**config.mk**
```make
export PLATFORM = sky130hd
export DESIGN_NAME = pinmux_port
export DESIGN_NICKNAME = d
export VERILOG_FILES = /design/src/rtl/pinmux_pkg.sv /design/src/rtl/pinmux_sync.sv /design/src/rtl/pinmux_regs.sv /design/src/rtl/pinmux_pin.sv /design/src/rtl/pinmux_share.sv /design/src/rtl/pinmux_port.sv
export SDC_FILE = /design/constraint.sdc
export NUM_CORES = 1
export LEC_CHECK = 0
export BUFFER_PORTS_ARGS = -buffer_cell sky130_fd_sc_hd__buf_2
export CAP_MARGIN = 20
export CORE_ASPECT_RATIO = 1.25
export CORE_MARGIN = 1.5
export CORE_UTILIZATION = 46
export CTS_BUF_LIST = sky130_fd_sc_hd__clkbuf_4
export CTS_CLUSTER_DIAMETER = 30
export CTS_CLUSTER_SIZE = 10
export DETAILED_ROUTE_END_ITERATION = 8
export PLACE_DENSITY = 0.84
export SYNTH_ARGS = -nofsm -noshare
export SYNTH_HDL_FRONTEND = slang
export SYNTH_SLANG_ARGS = --single-unit
```
**constraint.sdc**
```tcl
create_clock -name clk -period 1.2 [get_ports clk]
set_input_delay 0.24 -clock clk [delete_from_list [all_inputs] [get_ports clk]]
set_output_delay 0.24 -clock clk [all_outputs]
set_load 0.03 [all_outputs]
```
**src/rtl/pinmux_pkg.sv**
```systemverilog
package pinmux_pkg;
  localparam int ADDR_W = 3;

  typedef enum logic [ADDR_W-1:0] {
    RA_IN  = 3'd0,
    RA_OUT = 3'd1,
    RA_DIR = 3'd2,
    RA_SEL = 3'd3,
    RA_REN = 3'd4
  } reg_addr_e;

  typedef struct packed {
    logic drv;
    logic oe;
    logic pull_en;
    logic pull_up;
  } pad_ctl_t;
endpackage

```
**src/rtl/pinmux_sync.sv**
```systemverilog
module pinmux_sync #(
  parameter int W = 8
) (
  input  logic         clk,
  input  logic         rst,
  input  logic [W-1:0] d,
  output logic [W-1:0] q
);
  logic [W-1:0] meta_q;
  logic [W-1:0] stable_q;

  always_ff @(posedge clk) begin
    if (rst) begin
      meta_q   <= '0;
      stable_q <= '0;
    end else begin
      meta_q   <= d;
      stable_q <= meta_q;
    end
  end

  assign q = stable_q;
endmodule

```
**src/rtl/pinmux_regs.sv**
```systemverilog
module pinmux_regs
  import pinmux_pkg::*;
#(
  parameter int NPIN = 8
) (
  input  logic              clk,
  input  logic              rst,
  input  logic              wr,
  input  logic [ADDR_W-1:0] addr,
  input  logic [NPIN-1:0]   wdata,
  input  logic [NPIN-1:0]   in_lvl,
  output logic [NPIN-1:0]   out_q,
  output logic [NPIN-1:0]   dir_q,
  output logic [NPIN-1:0]   sel_q,
  output logic [NPIN-1:0]   ren_q,
  output logic [NPIN-1:0]   rdata
);
  logic [NPIN-1:0] rd_mux;

  // register writes; the input address has no storage behind it
  always_ff @(posedge clk) begin
    if (rst) begin
      out_q <= '0;
      dir_q <= '0;
      sel_q <= '0;
      ren_q <= '0;
    end else if (wr) begin
      case (addr)
        RA_OUT:  out_q <= wdata;
        RA_DIR:  dir_q <= wdata;
        RA_SEL:  sel_q <= wdata;
        RA_REN:  ren_q <= wdata;
        default: ;
      endcase
    end
  end

  always_comb begin
    case (addr)
      RA_IN:   rd_mux = in_lvl;
      RA_OUT:  rd_mux = out_q;
      RA_DIR:  rd_mux = dir_q;
      RA_SEL:  rd_mux = sel_q;
      RA_REN:  rd_mux = ren_q;
      default: rd_mux = '0;
    endcase
  end

  always_ff @(posedge clk) begin
    if (rst) rdata <= '0;
    else     rdata <= rd_mux;
  end
endmodule

```
**src/rtl/pinmux_pin.sv**
```systemverilog
module pinmux_pin
  import pinmux_pkg::*;
(
  input  logic     sel,
  input  logic     dir,
  input  logic     out,
  input  logic     ren,
  input  logic     p_out,
  input  logic     p_oe,
  output pad_ctl_t ctl
);
  logic oe_eff;

  // the owner of the pin provides both value and enable
  assign oe_eff      = sel ? p_oe : dir;
  assign ctl.drv     = sel ? p_out : out;
  assign ctl.oe      = oe_eff;
  assign ctl.pull_en = ren & ~oe_eff;
  assign ctl.pull_up = out;
endmodule

```
**src/rtl/pinmux_share.sv**
```systemverilog
module pinmux_share #(
  parameter logic STE_IDLE = 1'b1
) (
  input  logic u1_clk_req,
  input  logic u0_spi4_cfg,
  input  logic sel_sh,
  input  logic lvl_sh,
  input  logic p_out_sh,
  input  logic p_oe_sh,
  output logic arb_out,
  output logic arb_oe,
  output logic ste_lvl,
  output logic spi4_eff
);
  // clock of unit 1 wins; slave-enable of unit 0 is input only
  assign arb_out  = u1_clk_req ? p_out_sh : 1'b0;
  assign arb_oe   = u1_clk_req ? p_oe_sh  : 1'b0;
  assign ste_lvl  = (u1_clk_req || !sel_sh) ? STE_IDLE : lvl_sh;
  assign spi4_eff = u0_spi4_cfg & ~u1_clk_req;
endmodule

```
**src/rtl/pinmux_port.sv**
```systemverilog
module pinmux_port
  import pinmux_pkg::*;
#(
  parameter int   NPIN     = 8,
  parameter int   SH_IDX   = 3,
  parameter logic STE_IDLE = 1'b1
) (
  input  logic              clk,
  input  logic              rst,
  input  logic              bus_wr,
  input  logic [ADDR_W-1:0] bus_addr,
  input  logic [NPIN-1:0]   bus_wdata,
  output logic [NPIN-1:0]   bus_rdata,
  input  logic [NPIN-1:0]   pin_in,
  output logic [NPIN-1:0]   pad_out,
  output logic [NPIN-1:0]   pad_oe,
  output logic [NPIN-1:0]   pad_pull_en,
  output logic [NPIN-1:0]   pad_pull_up,
  input  logic [NPIN-1:0]   periph_out,
  input  logic [NPIN-1:0]   periph_oe,
  output logic [NPIN-1:0]   periph_in,
  input  logic              u1_clk_req,
  input  logic              u0_spi4_cfg,
  output logic              u0_ste_in,
  output logic              u0_spi4_eff
);
  logic [NPIN-1:0] out_q, dir_q, sel_q, ren_q;
  logic [NPIN-1:0] lvl;
  logic            arb_out, arb_oe;

  pinmux_sync #(.W(NPIN)) u_sync (
    .clk(clk), .rst(rst), .d(pin_in), .q(lvl)
  );

  pinmux_regs #(.NPIN(NPIN)) u_regs (
    .clk(clk), .rst(rst), .wr(bus_wr), .addr(bus_addr), .wdata(bus_wdata),
    .in_lvl(lvl), .out_q(out_q), .dir_q(dir_q), .sel_q(sel_q), .ren_q(ren_q),
    .rdata(bus_rdata)
  );

  pinmux_share #(.STE_IDLE(STE_IDLE)) u_share (
    .u1_clk_req(u1_clk_req), .u0_spi4_cfg(u0_spi4_cfg),
    .sel_sh(sel_q[SH_IDX]), .lvl_sh(lvl[SH_IDX]),
    .p_out_sh(periph_out[SH_IDX]), .p_oe_sh(periph_oe[SH_IDX]),
    .arb_out(arb_out), .arb_oe(arb_oe),
    .ste_lvl(u0_ste_in), .spi4_eff(u0_spi4_eff)
  );

  assign periph_in = lvl;

  for (genvar i = 0; i < NPIN; i++) begin : g_pin
    logic     p_out_i, p_oe_i;
    pad_ctl_t ctl_i;

    if (i == SH_IDX) begin : g_shared
      assign p_out_i = arb_out;
      assign p_oe_i  = arb_oe;
    end else begin : g_plain
      assign p_out_i = periph_out[i];
      assign p_oe_i  = periph_oe[i];
    end

    pinmux_pin u_pin (
      .sel(sel_q[i]), .dir(dir_q[i]), .out(out_q[i]), .ren(ren_q[i]),
      .p_out(p_out_i), .p_oe(p_oe_i), .ctl(ctl_i)
    );

    assign pad_out[i]     = ctl_i.drv;
    assign pad_oe[i]      = ctl_i.oe;
    assign pad_pull_en[i] = ctl_i.pull_en;
    assign pad_pull_up[i] = ctl_i.pull_up;
  end
endmodule

```
* After elaboration in Yosys (flattened, before gate mapping)
Index checks and enable logic that the tools add are counted.
** Cells by class
- Add/sub/neg operators :: 0
- Multiply operators :: 0
- Divide/modulo/power cells :: 0
- Order comparisons :: 0
- Equality and inequality tests :: 4
- Shift operators :: 0
- Muxes and demuxes :: 20
- Bitwise operators :: 18
- Reductions and logical operators :: 7
** Operator list (number)
- case mux 8 bit (5 select lines) :: 1
- two-way mux 1 bit :: 19
- AND 1 bit :: 9
- NOT 1 bit :: 9
- AND reduction 2 bit :: 4
- == test 3 x 2 -> 1 bit (second input constant) :: 2
- == test 3 x 1 -> 1 bit (second input constant) :: 1
- == test 3 bit (second input constant) :: 1
- logical NOT 3 bit :: 1
- logical NOT 1 bit :: 1
- logical OR 1 bit :: 1
** Storage, ports and cells
- Register bits after elaboration :: 56
- Latch bits :: 0
- Memory bits (writable) :: 0
- ROM bits :: 0
- Output and inout port bits :: 50
- Word-level logic and storage cells :: 56
- Memories kept :: 0

* Longest topological paths before layout
Gate-level depths: netlist (run 1).
- Depth after elaboration :: 4
- Depth in mapped cells :: 5
- Mapped depth without buffers :: 3

* Modules after synthesis
From an unflattened synthesis (run 1), not the netlist that was laid out.
** Unflattened totals
- Cells, all modules :: 257
- Area, all modules :: 2641.3 sq um
** By module, submodules not included
- pinmux_regs :: instances 1, cells each 172, area each 1734.2 sq um, sequential area each 800.8 sq um
- pinmux_sync :: instances 1, cells each 33, area each 464.2 sq um, sequential area each 320.3 sq um
- pinmux_pin :: instances 8, cells each 6, area each 51.3 sq um, sequential area each 0.0 sq um
- pinmux_share :: instances 1, cells each 4, area each 32.5 sq um, sequential area each 0.0 sq um

* Worst setup path after synthesis (run 1)
Ideal clock, no wire load.
- Path type :: flip-flop to output port
- From :: register u_regs.sel_q[2]
- To :: output port pad_pull_en[2]
- Arrival :: 1.105 ns
- Required time :: 0.960 ns
- Setup slack :: -0.145 ns
- Stages on the path, launching flop included :: 3
- Path through :: dfxtp_1 -> mux2_2 -> nor2_1
** Between the ends
- Cells in the longest elaborated chain, start to end :: 3
** Ends and longest elaborated chain
- from (decl) :: line pinmux_regs.sv:14 : output logic [NPIN-1:0] sel_q,
- from (signal assigned) :: line pinmux_regs.sv:31 : RA_SEL: sel_q <= wdata;
- two-way mux 1 bit :: line pinmux_pin.sv:15 : assign oe_eff = sel ? p_oe : dir;
- net g_pin[2].u_pin.oe_eff :: line pinmux_pin.sv:12 : logic oe_eff;
- NOT 1 bit :: line pinmux_pin.sv:18 : assign ctl.pull_en = ren & ~oe_eff;
- AND 1 bit :: line pinmux_pin.sv:18
- to (decl) :: line pinmux_port.sv:17 : output logic [NPIN-1:0] pad_pull_en,
The timed path passes the listed nets, and every way through them passes these cells.

* Final worst setup path (run 1)
- From :: register u_regs.sel_q[7]
- To :: output port pad_pull_en[7]
** Between the ends
- Cells in the longest elaborated chain, start to end :: 3
** Ends and longest elaborated chain (line)
- two-way mux 1 bit :: pinmux_pin.sv:15
- NOT 1 bit :: pinmux_pin.sv:18
- AND 1 bit :: pinmux_pin.sv:18
No other way between the ends.

==> impl_results.md, run 1 <==
* H-tree depth at 2
* Largest net degree at the start of global routing at 21
* Final ANT Viol Nets at 0
* Synth cell types at 27
* Row Count at 30
* Seq pwr share at 0.557
* Clock Power Share at 0.274
* Hold_buf cts at 0
* Initial Utilization at 0.4709
* Worst EP arrival at 1.32 ns
* Multi-input logic area at roughly 1400 um2
* Register area at around 1200 um2
* Fin crit period at ~1.6 ns
* CTS max path bufs at 2
* Place WS at -0.09838 ns
* Clock Latency Late Sink at 0.38 ns
* Largest area contributor in the netlist: dfxtp_1
* Mean Syn Cell Area at about 9.7 um2
* Syn_nets at 301
* Gr usage total at 0.2219
* Vias in the first global route at between 2000 and 2500
* Diodes inserted at 0
* Combinational Power Share at 0.169
* HPWL Detailed at between 4000 and 5000 um
* Hold Violations, Final at 0
* Initial antenna violation count at 0
* Share of layout cells above drive strength 1 at 0.6065
* Remaining DRCs at 0
* Slowest cell on the critical path: dfxtp_2
* Biggest cell delay along the critical path at 0.39 ns
* Clk slew on worst S/H paths at 0.15 ns
* Most used DFF post-synth: dfxtp_1
* Chip height at between 80 and 90 um
* Maxcap violations at 0
* Cell Area, Synth at 2527 um2
* Vias per cell at approximately 5.3
* Sequential element share of the synthesized area at 0.4436
* Via count at between 2000 and 2500
* Setup crit end kind: primary output
* Failing checks: setup timing
* Hold path depth at 2
* Grt ovf at 0
* I/O Buffers at roughly 90
* Nets at just over 400
* Lkg Pwr at about 1.6 nW
* Die ar. at 5951 um2
* Hold endpoint: u_sync.meta_q[2]
* Async set-reset flop share out of synthesis at 0
* Setup slack after layout at -0.3647 ns
* Fmax at 0.6391 GHz
* Reg2reg setup slack at 0 ns
* HP Class: in -> reg
* Sw Ratio at 0.2532
* CORE AREA at roughly 5400 um2
* Wirelength, routed at between 7000 and 8000 um
* Utilization after layout at 0.7065
* Reg2Reg Depth at 5
* CP Class: reg -> out
* RSZ-0062 raised after global routing: yes
* Largest cells by area after synthesis: dfxtp_1 44%, mux2i_1 9.5%, mux2_2 9.4%
* Max Clock Skew at approximately 0.025 ns
* Pint at between 2 and 3 mW
* Worst r2r src: u_regs.sel_q[1]
* Finish-stage setup viols at 27
* Net switching power at about 0.88 mW
* Chip Width at just under 70 um
* CTS root buf: clkbuf_4
* FF+latch count, synth at between 50 and 60
* Pre-antenna DRT Iters at 5
* Status: finished with violations
* GP Congestion at 0.8718
* Worst path bufs/invs at 1
* Worst Max-Slew Pin Slew at between 0.5 and 0.6 ns
* Crit start category: flip-flop
* Worst-path cell chain: mux2_4 > nor2_4 > buf_6
* Hold Startpoint: pin_in[2]
* CP top delay family: flip-flops
* CTS Buf Count at 5
* CP max FO at 2
* Slew margin rel. at 0.6548
* Post-synth top area share at 0.4436
* Wire length per cell at ~17 um
* Tcrit/Tclk final at 1.304
* Post-synth EDFFs at 0
* Sink Count at 56
* Cells after Synth at roughly 260
* Reg-to-Reg End: u_regs.rdata[1]
* # IOs at 90
* CP required at ~0.96 ns
* Synth warn at 0
* First DRT Iteration DRCs at 214
* Filler cells at 376
* Final Max Slew Viols at 0
* PwrDens at 918.7 nW/um2
* Peak VDD IR at approximately 0.0011 V
* Area Growth Syn to Fin at 50.05%
* First-pass GRT wire length at around 10000 um
* CTS tree: built
-- logic make-up (layout without fill, tap and decap cells) --
family / count (synthesis) / after routing / share of synthesized area
mux: 46 / 46 / 0.1931
compound gates: 35 / 35 / 0.08416
simple gates: 82 / 82 / 0.1713
flops: 56 / 56 / 0.4436
buf+inv: 42 / 152 / 0.1079
-- worst max-delay path by stage --
stage | startpoint | endpoint | slack [ns] | depth (start not counted)
global placement | bus_addr[1] | u_regs.out_q[2] | -0.06 | 5
detailed placement | bus_addr[1] | u_regs.rdata[1] | -0.1 | 5
floorplan | u_regs.sel_q[2] | pad_pull_en[2] | -0.01 | 2
finish | u_regs.sel_q[7] | pad_pull_en[7] | -0.36 | 3
global route | u_regs.sel_q[6] | pad_pull_en[6] | -0.43 | 3
CTS | u_regs.sel_q[2] | pad_pull_en[2] | -0.37 | 3
-- sequential cells by signal, summed over array words and instances, names as in the netlist --
signal / flops
u_regs.rdata: 8
u_sync.meta_q: 8
u_sync.q: 8
u_regs.out_q: 8
u_regs.sel_q: 8
u_regs.ren_q: 8
u_regs.dir_q: 8
-- routing by layer --
metal	track usage	vias to the layer above	routed length, um
li1	-	1087	-
met1	0.2662	1103	2913
met2	0.3584	110	3680
met3	0.05288	19	412
met4	0.1390	0	239
met5	0	-	0
-- area by class of cell --
type | instances | area share
clock inverters | 1 | 0.007918
flip-flops and latches | 56 | 0.3088
multi-input cells | 163 | 0.3566
repair buffers | 136 | 0.2857
well taps | 64 | 0.02112
clock buffers | 5 | 0.009898
inverters | 10 | 0.009898
-- metrics by stage --
step | total power [mW] | hold slack, ns | TNS (ns) | std cells | area (um2)
after floorplan | 2.280 | 0.3682 | -0.01410 | 261 | 2575
after global placement | 2.450 | 0.4167 | -0.8342 | 420 | 3176
after detailed placement | 2.462 | 0.4204 | -1.596 | 420 | 3176
after CTS | 3.457 | 0.06187 | -7.197 | 431 | 3587
after global routing | 3.630 | 0.05334 | -8.882 | 435 | 3792
final | 3.484 | 0.06772 | -7.204 | 435 | 3792
-- power by group through the flow --
stage | combinational (mW) | clock (mW) | sequential [mW]
6_report | 0.587 | 0.955 | 1.94
5_1_grt | 0.620 | 1.06 | 1.95
4_1_cts | 0.542 | 0.970 | 1.94
3_5_place_dp | 0.480 | 0 | 1.98
3_3_place_gp | 0.469 | 0 | 1.98
2_1_floorplan | 0.283 | 0 | 2.00
-- cell usage in the layout, fill, tap and decap left out, types with 3 or more instances in the layout --
cell type and count:
mux2_2 3, buf_2 42, dfxtp_1 28, buf_4 45
nor2b_1 17, buf_6 38, clkbuf_4 14, inv_1 9
a21oi_1 12, nand2_1 16, dfxtp_2 22, a21oi_2 4
dfxtp_4 6, nor2_1 25, mux2i_1 24, and4bb_2 3
nor2_4 8, a22oi_2 7, mux2_4 19, a22oi_1 7
-- Yosys cell counts, drive strengths merged (2+ instances only) --
cell and number:
clkbuf 7, nor2b 17, mux2i 24, inv 10, buf 25, a21oi 17
and4bb 3, nand3b 2, nor2 33, dfxtp 56, a22oi 14, mux2 22
nand3 2, nor3b 2, o21ai 3, nand2 17
-- timing repair --
item / in CTS / in global routing
setup buffers: 6 / 6
endpoints found under the setup margin: 37 / 54
pin swaps: 8 / 14
hold endpoints to repair: 0 / 0
gates resized for setup: 106 / 62
(Power assumes the default switching activity.)
==> run 2: changes to the inputs <==
Settings changed: CORE_UTILIZATION 46 to 52, PLACE_DENSITY 0.84 to 0.88, SYNTH_HIERARCHICAL set to 1.
Clock period 1.2 ns to 1.6 ns, I/O delays scaled along.
==> impl_results.md, run 2 <==
* Status: finished with violations (unchanged)
* Failing checks: setup timing (unchanged)
* # IOs at 90 (unchanged)
* Worst r2r src: u_regs/sel_q[3] (was u_regs.sel_q[1])
* Syn_nets at 297 (was 301)
* Sequential element share of the synthesized area at 0.4244 (was 0.4436)
* Fin crit period at 1.651 ns
* Filler cells at 353 (was 376)
* Gr usage total at 0.2256 (was 0.2219)
* CTS tree: built (unchanged)
* Initial antenna violation count at 0 (unchanged)
* HPWL Detailed at 4311 um (was 4545 um)
* Count leader, synth: dfxtp_1 (unchanged)
* Most used DFF post-synth: dfxtp_1 (unchanged)
* Worst Max-Slew Pin Slew at 0.4460 ns (was 0.5178 ns)
* Diodes inserted at 0 (unchanged)
* Tcrit/Tclk final at 1.032
* Post-synth EDFFs at 0 (unchanged)
* Highest-count cells in the layout ignoring fill and taps: 65 x buf_2, 48 x dfxtp_1, 24 x buf_6, 24 x mux2i_1, 24 x nor2_1 (was 45 x buf_4, 42 x buf_2, 38 x buf_6, 28 x dfxtp_1, 25 x nor2_1)
* Clock Latency Late Sink at 0.38 ns (about the same)
* First-pass GRT wire length at 9266 um (was 10470 um)
* Cell Area, Placed at 2984 um2 (was 3176 um2)
* Largest net degree at the start of global routing at 18 (was 21)
* Final ANT Viol Nets at 0 (unchanged)
* Grt ovf at 0 (unchanged)
* I/O Buffers at 89 (unchanged)
* Initial Utilization at 0.5503 (was 0.4709)
* Vias in the first global route at 1949 (was 2249)
* Sink Count at 56 (unchanged)
* CTS root buf: clkbuf_4 (unchanged)
* Hold Violations, Final at 0 (unchanged)
* Tot Pwr at 2.628 mW (was 3.484 mW)
* CP Class: reg -> out (unchanged)
* PwrDens at 786.2 nW/um2 (was 918.7 nW/um2)
* Commonest cells in the netlist: 56 x dfxtp_1, 24 x mux2i_1, 24 x nor2_1 (was 56 x dfxtp_1, 33 x nor2_1, 24 x mux2i_1)
* Nets at 376 (was 412)
* Peak VDD IR at 0.0006235 V (was 0.001119 V)
* Area Growth Syn to Fin at 26.53% (was 50.05%)
* Async set-reset flop share out of synthesis at 0 (unchanged)
* Chip height at 82.68 um (was 85.88 um)
* CORE AREA at 4800 um2 (was 5368 um2)
* Pre-antenna DRT Iters at 4 (was 5)
* Final Max Slew Viols at 0 (unchanged)
* Chip Width at 66.75 um (was 69.30 um)
* Lkg Pwr at 1.424 nW (was 1.586 nW)
* Wirelength, routed at 6320 um (was 7245 um)
* Hold Startpoint: pin_in[4] (was pin_in[2])
* RSZ-0062 raised after global routing: yes (unchanged)
* Wire length per cell at 15.92 um (was 16.66 um)
* Finish-stage setup viols at 10 (was 27)
* Fin Hold WS at 0.1374 ns (was 0.06772 ns)
* Cell Area, Synth at 2641 um2 (was 2527 um2)
* GP Congestion at 0.7973 (was 0.8718)
* Synth cell types at 31 (was 27)
* CP max FO at 3 (was 2)
* Max Clock Skew at 0.01182 ns (was 0.02527 ns)
* Cells after Synth at 257 (was 261)
* Final Instance Area at 3342 um2 (was 3792 um2)
* Setup crit end kind: primary output (unchanged)
* HP Class: in -> reg (unchanged)
* Commonest non-fill, non-tap cell in the layout: buf_2 (was buf_4)
* Slew margin rel. at 0.7027 (was 0.6548)
* Crit path launch: u_regs/sel_q[2] (was u_regs.sel_q[7])
* Largest area contributor in the netlist: dfxtp_1 (unchanged)
* Maxcap violations at 0 (unchanged)
* H-tree depth at 2 (unchanged)
* Vias per cell at 5.406 (was 5.331)
* Fmax at approximately 0.61 GHz
* Setup TNS at -0.3911 ns (was -7.204 ns)
* Remaining DRCs at 0 (unchanged)
* Largest cells by area after synthesis: dfxtp_1 42%, mux2i_1 9.1%, mux2_2 6.8% (was dfxtp_1 44%, mux2i_1 9.5%, mux2_2 9.4%)
* FF+latch count, synth at 56 (unchanged)
* Crit start category: flip-flop (unchanged)
* Via count at 2146 (was 2319)
* Worst EP arrival at 1.33 ns (was 1.32 ns)
* Clk slew on worst S/H paths at 0.15 ns (about the same)
* Share of layout cells above drive strength 1 at 0.5223 (was 0.6065)
* Post-synth top area share at 0.4244 (was 0.4436)
* CTS Buf Count at 5 (unchanged)
* Die ar. at 5518 um2 (was 5951 um2)
* Mean Syn Cell Area at 10.28 um2 (was 9.684 um2)
* Synth warn at 6 (was 0)
* Setup slack after layout at -0.05135 ns (was -0.3647 ns)
* Row Count at 28 (was 30)
* CTS max path bufs at 2 (unchanged)
* CP required at 1.28 ns (was 0.96 ns)
* First DRT Iteration DRCs at 137 (was 214)
## run 2: path summary, 6_finish.rpt
check | end | slack (ns) | cells after the start
worst max-delay path | pad_pull_en[2] | -0.05 | 3
worst min-delay path | u_sync/meta_q[4] | 0.14 | 2
worst max register to register | u_regs/rdata[3] | 0.46 | 4
worst min register to register | u_sync/q[5] | 0.46 | 1
## run 2: power breakdown
group	total [mW]	switching, mW	internal, mW
registers	1.46	0.0269	1.43
clock network	0.793	0.440	0.354
logic	0.379	0.210	0.169
## run 2: repair_timing
item,CTS,global route
setup buffers,5,1
pin swaps,0,0
gates resized for setup,47,34
endpoints found under the setup margin,25,25
hold buffers,0,0
## run 2: cell families after synthesis
kind of cell	Yosys count	synth area share
multiplexers	48	0.2046
buffers and inverters	39	0.1014
AND/OR/NAND/NOR	81	0.1928
AO/OA/AOI/OAI	33	0.07674
flip-flops	56	0.4244
## run 2: routing by layer
layer,vias up,part of all wire,global-route usage
met5,-,0,0
met4,0,0.020,0.07959
met3,14,0.078,0.05014
met2,110,0.51,0.3960
met1,1007,0.39,0.2702
li1,1015,-,-
## run 2: layout make-up
| class | instances | area (um2) | share of cell area |
|---|---|---|---|
| tap | 60 | 75.07 | 0.02246 |
| inverter | 8 | 30.03 | 0.008985 |
| sequential | 56 | 1141 | 0.3414 |
| clock buffer | 6 | 45.04 | 0.01348 |
| multi-input combinational | 162 | 1311 | 0.3924 |
| timing repair buffer | 103 | 700.7 | 0.2097 |
| clock inverter | 2 | 38.79 | 0.01161 |
## run 2: worst max-delay path, stage by stage (launching register included)
cell	delay, ns
dfxtp_2	0.39
mux2_4	0.34
nor2_4	0.10
buf_6	0.13
## run 2: through the flow
step	instances	util	setup slack, ns
6_report	397	0.6963	-0.05135
5_1_grt	397	0.6963	-0.1062
4_1_cts	396	0.6770	-0.04524
3_5_place_dp	383	0.6217	0.09792
3_3_place_gp	383	0.6217	0.1420
2_1_floorplan	257	-	0.2632
==> run 3: changes to the inputs <==
Settings changed: CORE_UTILIZATION 52 to 47, PLACE_DENSITY 0.88 to 0.84.
Clock period 1.6 ns to 1.4 ns, I/O delays scaled along.
==> impl_results.md, run 3 (synthesis results as in run 2) <==
* Row Count at 30 (was 28)
* Peak VDD IR at 0.0007305 V (was 0.0006235 V)
* Grt ovf at 0 (unchanged)
* Clock Power Share at 0.252 (was 0.302)
* GP Congestion at 0.7838 (was 0.7973)
* H-tree depth at 2 (unchanged)
* RSZ-0062 raised after global routing: yes (unchanged)
* Final Max Slew Viols at 0 (unchanged)
* Setup TNS at -3.635 ns (was -0.3911 ns)
* Vias per cell at 5.190 (was 5.406)
* CP required at 1.12 ns (was 1.28 ns)
* First-pass GRT wire length at 9701 um (was 9266 um)
* CTS root buf: clkbuf_4 (unchanged)
* Max Clock Skew at 0.005659 ns (was 0.01182 ns)
* Failing checks: setup timing (unchanged)
* First DRT Iteration DRCs at 121 (was 137)
* I/O Buffers at 89 (unchanged)
* Worst EP arrival at 1.34 ns (was 1.33 ns)
* Sink Count at 56 (unchanged)
* CTS Buf Count at 5 (unchanged)
* Cell Area, Placed at 3024 um2 (was 2984 um2)
* Fin crit period at between 1.5 and 2 ns
* Net switching power at 0.7704 mW (was 0.6763 mW)
* Wirelength, routed at 6166 um (was 6320 um)
* Final Instance Area at 3395 um2 (was 3342 um2)
* Final std cells w/o fill at 406 (was 397)
* Remaining DRCs at 0 (unchanged)
* Worst Max-Slew Pin Slew at 0.4666 ns (was 0.4460 ns)
* Chip height at 86.82 um (was 82.68 um)
* Pint at 2.031 mW (was 1.951 mW)
* Slew margin rel. at 0.6873 (was 0.7027)
* Area Growth Syn to Fin at 28.52% (was 26.53%)
* Maxcap violations at 0 (unchanged)
* Utilization after layout at 0.6237 (was 0.6963)
* Nets at 381 (was 376)
* Place WS at -0.02762 ns (was 0.09792 ns)
* Die ar. at 6081 um2 (was 5518 um2)
* Clk slew on worst S/H paths at 0.16 ns (was 0.15 ns)
* Initial Utilization at 0.4853 (was 0.5503)
* CP Class: reg -> out (unchanged)
* Vias in the first global route at 2026 (was 1949)
* Placed Instances at 390 (was 383)
* Seq pwr share at 0.592 (was 0.554)
* Hold Violations, Final at 0 (unchanged)
* Fmax at 0.6170 GHz
* CTS tree: built (unchanged)
* HPWL Detailed at 4383 um (was 4311 um)
* Largest net degree at the start of global routing at 19 (was 18)
* Finish-stage setup viols at 25 (was 10)
* Sw Ratio at 0.2750 (was 0.2574)
* Reg2Reg Depth at 4 (unchanged)
* Tot Pwr at 2.801 mW (was 2.628 mW)
* Tcrit/Tclk final at 1.158
* Clock Latency Late Sink at 0.38 ns (about the same)
* Pre-antenna DRT Iters at 4 (unchanged)
* Setup slack after layout at -0.2208 ns (was -0.05135 ns)
* Chip Width at 70.05 um (was 66.75 um)
* Status: finished with violations (unchanged)
* Hold path depth at 2 (unchanged)
* CORE AREA at 5443 um2 (was 4800 um2)
* PwrDens at 825.2 nW/um2 (was 786.2 nW/um2)
* Share of layout cells above drive strength 1 at 0.5292 (was 0.5223)
* HP Class: in -> reg (unchanged)
* Wire length per cell at 15.19 um (was 15.92 um)
* CP max FO at 3 (unchanged)
* Highest-count cells in the layout ignoring fill and taps: 64 x buf_2, 48 x dfxtp_1, 25 x buf_6, 24 x mux2i_1, 24 x nor2_1 (was 65 x buf_2, 48 x dfxtp_1, 24 x buf_6, 24 x mux2i_1, 24 x nor2_1)
* Final ANT Viol Nets at 0 (unchanged)
* Commonest non-fill, non-tap cell in the layout: buf_2 (unchanged)
* Crit start category: flip-flop (unchanged)
* Diodes inserted at 0 (unchanged)
* Setup crit end kind: primary output (unchanged)
* CTS max path bufs at 2 (unchanged)
* Gr usage total at 0.2027 (was 0.2256)
* Combinational Power Share at 0.156 (was 0.144)
* Via count at 2107 (was 2146)
* Fin Hold WS at 0.09624 ns (was 0.1374 ns)
* Initial antenna violation count at 0 (unchanged)
* # IOs at 90 (unchanged)
* Lkg Pwr at 1.444 nW (was 1.424 nW)
run 3: cell count changes in the layout (fill, tap and decap cells not counted), sizes merged:
cell,before,now
clkbuf,6,5
buf,103,108
clkinv,0,1
bufinv,1,0
clkinvlp,0,1
run 3: worst max-delay path: stages (launching register included):
cell	delay (ns)
dfxtp_4	0.40
mux2_4	0.33
nor2_4	0.09
buf_6	0.13
run 3: worst paths after layout:
| kind | startpoint | end | slack [ns] |
|---|---|---|---|
| worst min-delay path | pin_in[2] | u_sync/meta_q[2] | 0.1 |
| worst min register to register | u_sync/meta_q[5] | u_sync/q[5] | 0.46 |
| worst max-delay path | u_regs/sel_q[5] | pad_pull_en[5] | -0.22 |
| worst max register to register | u_regs/sel_q[3] | u_regs/rdata[3] | 0.27 |
run 3: cell type report:
class,instances,area (um2)
sequential,56,1146
tap,64,80.08
timing repair buffer,108,757.0
inverter,8,30.03
multi-input combinational,162,1323
clock inverter,3,21.27
clock buffer,5,37.54
fill,446,2048
run 3: routing by layer:
layer,up-vias,track usage,wire (um),share of wire
li1,1025,-,-,-
met1,997,0.2516,2591,0.42
met2,78,0.3567,3178,0.52
met3,7,0.02907,310,0.050
met4,0,0.07692,86,0.014
met5,-,0,0,0
run 3: what timing repair did:
action                                  4_1_cts  5_1_grt
endpoints found under the setup margin       25       25
setup buffers                                 7        1
hold buffers                                  0        0
resized for setup                            76        5
run 3: power groups by stage:
stage,clock network [mW],logic [mW],registers [mW]
CTS,0.723,0.432,1.66
detailed placement,0,0.386,1.70
global route,0.781,0.467,1.67
finish,0.705,0.436,1.66
floorplan,0,0.254,1.71
global placement,0,0.376,1.70
